==> config.mk <==
export PLATFORM = sky130hd
export DESIGN_NAME = tdm3_link
export DESIGN_NICKNAME = d
export VERILOG_FILES = /design/src/rtl/tdm3_pkg.sv /design/src/rtl/tdm3_slot_ctr.sv /design/src/rtl/tdm3_tx_mux.sv /design/src/rtl/tdm3_rx_demux.sv /design/src/rtl/tdm3_frame_cap.sv /design/src/rtl/tdm3_link.sv
export SDC_FILE = /design/constraint.sdc
export NUM_CORES = 1
export LEC_CHECK = 0
export ABC_CLOCK_PERIOD_IN_PS = 1800
export BUFFER_PORTS_ARGS = -buffer_cell sky130_fd_sc_hd__buf_2
export CAP_MARGIN = 15
export CORE_ASPECT_RATIO = 1.75
export CORE_MARGIN = 2
export CORE_UTILIZATION = 45
export CTS_BUF_LIST = sky130_fd_sc_hd__clkbuf_16
export DETAILED_ROUTE_END_ITERATION = 8
export PLACE_DENSITY = 0.73
export SLEW_MARGIN = 20
export SYNTH_ARGS = -nofsm -noshare
export SYNTH_HDL_FRONTEND = slang
export SYNTH_SLANG_ARGS = --single-unit
==> constraint.sdc <==
create_clock -name clk -period 1.8 [get_ports clk]
set_input_delay 0.27 -clock clk [delete_from_list [all_inputs] [get_ports clk]]
set_output_delay 0.27 -clock clk [all_outputs]
set_load 0.005 [all_outputs]
==> src/rtl/tdm3_pkg.sv <==
`timescale 1ns/1ps
package tdm3_pkg;
   localparam int unsigned NUM_CH = 3;
   localparam int unsigned SLOT_W = 2;
   localparam int unsigned LAST_SLOT = NUM_CH - 1;
   typedef logic [SLOT_W-1:0] slot_t;
endpackage

==> src/rtl/tdm3_slot_ctr.sv <==
`timescale 1ns/1ps
module tdm3_slot_ctr
   import tdm3_pkg::*;
#(
   parameter int unsigned LAST = LAST_SLOT
) (
   input  logic  clk,
   input  logic  rst_n,
   input  logic  sync,
   output slot_t slot
);
   if (LAST >= (1 << SLOT_W)) begin : g_bad_last
      $error("slot limit does not fit the slot code");
   end

   // count 0..LAST; any code above LAST (unreachable) folds back to 0
   always_ff @(posedge clk) begin
      if (!rst_n)
         slot <= '0;
      else if (sync || slot >= slot_t'(LAST))
         slot <= '0;
      else
         slot <= slot_t'(slot + 1'b1);
   end
endmodule

==> src/rtl/tdm3_tx_mux.sv <==
`timescale 1ns/1ps
module tdm3_tx_mux
   import tdm3_pkg::*;
#(
   parameter int unsigned DATA_W = 8,
   parameter int unsigned CH     = NUM_CH
) (
   input  logic [CH*DATA_W-1:0] din,
   input  slot_t                sel,
   output logic [DATA_W-1:0]    line
);
   // only the selected word reaches the line; unused code gives 0
   always_comb begin
      line = '0;
      for (int c = 0; c < int'(CH); c++) begin
         if (sel == slot_t'(c))
            line = din[c*DATA_W +: DATA_W];
      end
   end
endmodule

==> src/rtl/tdm3_rx_demux.sv <==
`timescale 1ns/1ps
module tdm3_rx_demux
   import tdm3_pkg::*;
#(
   parameter int unsigned DATA_W = 8,
   parameter int unsigned CH     = NUM_CH
) (
   input  logic                 clk,
   input  logic                 rst_n,
   input  slot_t                sel,
   input  logic [DATA_W-1:0]    line,
   output logic [CH*DATA_W-1:0] dout,
   output logic [CH-1:0]        valid
);
   for (genvar c = 0; c < CH; c++) begin : g_lane
      always_ff @(posedge clk) begin
         if (!rst_n) begin
            dout[c*DATA_W +: DATA_W] <= '0;
            valid[c]                 <= 1'b0;
         end else if (sel == slot_t'(c)) begin
            dout[c*DATA_W +: DATA_W] <= line;
            valid[c]                 <= 1'b1;
         end else begin
            dout[c*DATA_W +: DATA_W] <= '0;
            valid[c]                 <= 1'b0;
         end
      end
   end
endmodule

==> src/rtl/tdm3_frame_cap.sv <==
`timescale 1ns/1ps
module tdm3_frame_cap
   import tdm3_pkg::*;
#(
   parameter int unsigned DATA_W = 8,
   parameter int unsigned CH     = NUM_CH
) (
   input  logic                 clk,
   input  logic                 rst_n,
   input  slot_t                sel,
   input  logic [DATA_W-1:0]    line,
   output logic [CH*DATA_W-1:0] frame,
   output logic                 frame_vld
);
   localparam int unsigned HOLD_N = CH - 1;
   localparam slot_t       LAST   = slot_t'(CH - 1);

   logic [DATA_W-1:0] hold [HOLD_N];

   for (genvar c = 0; c < HOLD_N; c++) begin : g_hold
      always_ff @(posedge clk) begin
         if (!rst_n)
            hold[c] <= '0;
         else if (sel == slot_t'(c))
            hold[c] <= line;
      end
      always_ff @(posedge clk) begin
         if (!rst_n)
            frame[c*DATA_W +: DATA_W] <= '0;
         else if (sel == LAST)
            frame[c*DATA_W +: DATA_W] <= hold[c];
      end
   end

   always_ff @(posedge clk) begin
      if (!rst_n) begin
         frame[HOLD_N*DATA_W +: DATA_W] <= '0;
         frame_vld                      <= 1'b0;
      end else begin
         frame_vld <= (sel == LAST);
         if (sel == LAST)
            frame[HOLD_N*DATA_W +: DATA_W] <= line;
      end
   end
endmodule

==> src/rtl/tdm3_link.sv <==
`timescale 1ns/1ps
module tdm3_link
   import tdm3_pkg::*;
#(
   parameter int unsigned DATA_W = 8
) (
   input  logic                     clk,
   input  logic                     rst_n,
   input  logic                     sync,
   input  logic [NUM_CH*DATA_W-1:0] tx_user,
   output logic [DATA_W-1:0]        line_out,
   input  logic [DATA_W-1:0]        line_in,
   output logic [NUM_CH*DATA_W-1:0] rx_user,
   output logic [NUM_CH-1:0]        rx_valid,
   output logic [NUM_CH*DATA_W-1:0] frame_out,
   output logic                     frame_valid
);
   if (DATA_W < 1) begin : g_bad_width
      $error("DATA_W must be at least 1");
   end
   if (NUM_CH > (1 << SLOT_W)) begin : g_bad_ch
      $error("channel count exceeds slot code range");
   end

   slot_t tx_slot;
   slot_t rx_slot;

   tdm3_slot_ctr u_tx_ctr (.clk(clk), .rst_n(rst_n), .sync(sync), .slot(tx_slot));
   tdm3_slot_ctr u_rx_ctr (.clk(clk), .rst_n(rst_n), .sync(sync), .slot(rx_slot));

   tdm3_tx_mux #(.DATA_W(DATA_W)) u_mux (
      .din(tx_user), .sel(tx_slot), .line(line_out)
   );

   tdm3_rx_demux #(.DATA_W(DATA_W)) u_demux (
      .clk(clk), .rst_n(rst_n), .sel(rx_slot), .line(line_in),
      .dout(rx_user), .valid(rx_valid)
   );

   tdm3_frame_cap #(.DATA_W(DATA_W)) u_frame (
      .clk(clk), .rst_n(rst_n), .sel(rx_slot), .line(line_in),
      .frame(frame_out), .frame_vld(frame_valid)
   );
endmodule

After elaboration in Yosys (flattened, before gate mapping)
Memory sizes are Yosys's and may differ from the RTL's. A register that Yosys moved wholly into a read port is not among the register bits.
Index checks and enable logic that the tools add are counted.
- input port bits: 35
- output and inout bits: 60
- register bits: 40
- RAM bits: 16
- memories: 1
- eq/ne operators: 4
- add/subtract/negate cells: 2
- multiplexer cells: 13
- bitwise gates (word level): 3
- magnitude comparators: 2
- reduce and logical (&&, ||, !) cells: 11
- memories (name ; words ; bits a word ; rd ports ; clocked after memory_dff ; wr ports ; line ; text):
    u_frame.hold ; 2 ; 8 ; 2 ; 2 ; 2 ; tdm3_frame_cap.sv:18 ; logic [DATA_W-1:0] hold [HOLD_N];
- operators with widths (cell ; number):
    two-way mux 8 bit ; 5
    two-way mux 1 bit ; 8
    AND reduction 2 bit ; 3
    adder 2 x 1 -> 2 bit, second input constant ; 2
    == test 2 x 1 -> 1 bit, second input constant ; 2
    == test 2 bit, second input constant ; 2
    >= comparator 2 bit, second input constant ; 2
    zero test 2 bit ; 2
    OR reduction 2 bit ; 2
    zero test 1 bit ; 2
    logical OR 1 bit ; 2
    OR 1 bit ; 2
    inverter 1 bit ; 1

Depth between registers and ports, before layout
- depth in word-level cells: 5
- depth in mapped cells: 6
- depth with buffers taken out: 4

Modules after synthesis
From an unflattened synthesis, not the netlist that was laid out.
- cell total of the unflattened synthesis: 233
- area total of the unflattened synthesis: 2798.9 um^2
- modules (own cells, without submodules) (module ; seq. area each (um^2) ; area each (um^2) ; times used ; cells each):
    tdm3_frame_cap ; 980.9 ; 1610.3 ; 1 ; 145
    tdm3_rx_demux ; 540.5 ; 855.8 ; 1 ; 60
    tdm3_tx_mux ; 0.0 ; 197.7 ; 1 ; 20
    tdm3_slot_ctr ; 40.0 ; 67.6 ; 2 ; 4

Worst setup path before layout
Ideal clock, no wire load.
- path type: register -> output
- start: register u_tx_ctr.slot[1]
- end: output line_out[5]
- stages on the path, launching flop included: 6
- required time: 1530 ps
- setup slack: 428 ps
- data arrival time: 1102 ps
- cells stage by stage: dfxtp_1 > inv_1 > ha_1 > buf_2 > nand3b_1 > a21oi_1
- word-level cells in the longest chain between the ends: 4
- RTL lines (element ; line ; text):
    start: declaration ; tdm3_slot_ctr.sv:10 ; output slot_t slot
    start signal: assignment ; tdm3_slot_ctr.sv:23 ; slot <= slot_t'(slot + 1'b1);
    zero test 2 bit ; tdm3_tx_mux.sv:16 ; if (sel == slot_t'(c))
    two-way mux 8 bit (2 in a row) ; tdm3_tx_mux.sv:16 ;
    two-way mux 8 bit (*) ; tdm3_tx_mux.sv:16 ;
    end: declaration ; tdm3_link.sv:11 ; output logic [DATA_W-1:0] line_out,
Every way passes the cells marked *; elsewhere a longest branch is shown, timed or not.

Worst setup path after layout
Same ends and word-level chain as after synthesis.

==> results.tsv <==
metric	value	unit
cts_resized	2	
synthFlopType	dfxtp_1	
p_total	3510	uW
synthSimpleGateAreaFrac	19.4	%
viasPerCell	4.73	
layout_commonest_cell	buf_2	
min_period	1.68	ns
utilization	61.4	%
tightest_slew	0.433	ns
seq_area	1580	sq um
ant_nets	0	
antennaDiodeCount	0	
drt_iter0_drc	33	
rows	36	
drt_wl_total	5220	microns
synth_fa_ha_area_share	2.91	%
worstPathMaxFanout	16	
cts_buffers	9	
num-fill-cells	478	
ys_seq_area_share	61.2	%
synth_nets	249	
hpwl	3690	microns
final_cell_mix	buf_2 (94), dfxtp_1 (53), nor2b_1 (32)	
post-place-ws	0.241	ns
finalSetupViolCount	0	
timing.final.ws_setup	0.116	ns
grt_pass1_wl	7780	microns
crit_required	1.53	ns
min_period_over_period	93.6	%
root_buffer	clkbuf_16	
grt.overflow.total	0	
synth-compound-area-share	3.10	%
wl_per_cell	13.5	microns
fin_tns_setup	0	ns
synthXorXnorAreaFrac	0	%
setup.worst_path.end_class	primary output	
dieArea	6390	sq um
gp_congestion	0.719	
port_buffers	94	
peakVddDrop	988	uV
coreArea	5540	sq um
drv_cap	0	
nNetsFinal	347	
whs	0.220	ns
cts_tree	built	
synth-edff-count	16	
die_y	104	microns
path_clk_slew	0.05	ns
skew	0.00216	ns
drive_gt1_share	39.2	%
status	completed	
area_delta_synth_final	31.7	%
ctsHoldBuffers	0	
ctsLongestPathBuffers	2	
grt_pass1_vias	1666	
netlist-cell-type-count	23	
drcViolationCount	0	
hold_viol	0	
cp-start-kind	flop	
initial_core_util	46.6	%
arrival	1.41	ns
ios	95	
vias	1832	
cts_sinks	71	
multiInputGateArea	926	sq um
power_density	1030	nW/um^2
path_class	flop to primary output	
synth_top_family_by_area	simple AND/OR/NAND/NOR gates	
p_leak	0.00156	uW
first_pass_iters	4	
slew_headroom	71.1	%
muxShareOfSynthArea	9.30	%
grt_usage	16.6	%
hold_path.class	input port to flop	
rsz0062_at_grt	no	
worstSkewPairLatency	0.32	ns
antenna_found_initial	0	
die_x	61.3	microns
syn_area	2580	sq um
ys_ff_latch	71	
postSynthCellCount	208	
ys_warn_count	0	
grt_max_degree	30	
synth_area_per_cell	12.4	sq um
slew_violations	0	
htree_levels	3	
max_freq	0.594	GHz
async_flop_share	0	%
post-cts-setup-buffers	0	
==> metrics by stage <==
stage	cells	cell area [sq um]
final	387	3400
after CTS	387	3380
after global routing	387	3400
after global placement	371	3120
after detailed placement	371	3120
after floorplan	208	2580
==> power breakdown <==
group / total (uW) / internal [uW] / switching, uW
Combinational: 287 / 148 / 139
Sequential: 1730 / 1700 / 24.7
Clock: 1500 / 903 / 594
==> path summary, 6_finish.rpt <==
kind                                                   from                              to  slack (ns)  cells past startpoint
worst min-delay path                             line_in[4]     u_demux.dout[20]$_SDFF_PN0_        0.22                      2
worst max register to register  u_rx_ctr.slot[1]$_SDFF_PP0_  u_frame.frame[22]$_SDFFE_PN0P_        0.40                      4
worst max-delay path            u_tx_ctr.slot[1]$_SDFF_PP0_                     line_out[5]        0.12                      5
worst min register to register  u_tx_ctr.slot[0]$_SDFF_PP0_     u_tx_ctr.slot[0]$_SDFF_PP0_        0.47                      1
==> sequential cells by signal, summed over array words and instances, names as in the netlist <==
name	cells
u_frame.frame	24
u_demux.dout	24
u_tx_ctr.slot	2
u_demux.valid	3
u_rx_ctr.slot	2
u_frame.hold	16
==> cell type report <==
cell class / instances / share of cell area [%]
flip-flops and latches: 71 / 46.5
clock buffers: 9 / 6.62
multi-input cells: 120 / 27.2
clock inverters: 7 / 0.882
repair buffers: 100 / 15.5
well taps: 76 / 2.79
inverters: 4 / 0.441
==> worst max-delay path: stages (launching register included) <==
cell	delay [ns]
dfxtp_2	0.37
inv_1	0.09
ha_4	0.21
nand3b_1	0.16
a21oi_1	0.13
buf_2	0.13
==> synth_stat cells (2+ instances only) <==
| cell type | n | area, sq um |
|---|---|---|
| inv_1 | 4 | 15.0 |
| nand3b_1 | 8 | 60.1 |
| and3_1 | 24 | 150 |
| buf_2 | 3 | 15.0 |
| edfxtp_1 | 16 | 480 |
| nor4b_2 | 2 | 30.0 |
| buf_8 | 2 | 30.0 |
| and2_1 | 3 | 18.8 |
| a21oi_1 | 16 | 80.1 |
| nor2b_1 | 32 | 200 |
| dfxtp_1 | 55 | 1100 |
| mux2i_1 | 24 | 240 |
| clkbuf_2 | 4 | 20.0 |
| ha_1 | 6 | 75.1 |
==> logic make-up after synthesis <==
logic type | after synthesis
compound gates | 16
buf+inv | 17
flops | 71
simple gates | 74
mux | 24
fa+ha+maj | 6
==> metal layers <==
metal  vias up  GRT usage (%)  part of all wire [%]  wire length [microns]
met2        81           27.1                    51                   2680
met4         0           9.78                   2.1                    108
li1        912              -                     -                      -
met1       832           17.8                    38                   1970
met5         -              0                     0                      0
met3         7           4.98                   8.8                    459
No activity file was read; power rests on OpenSTA's default activity.
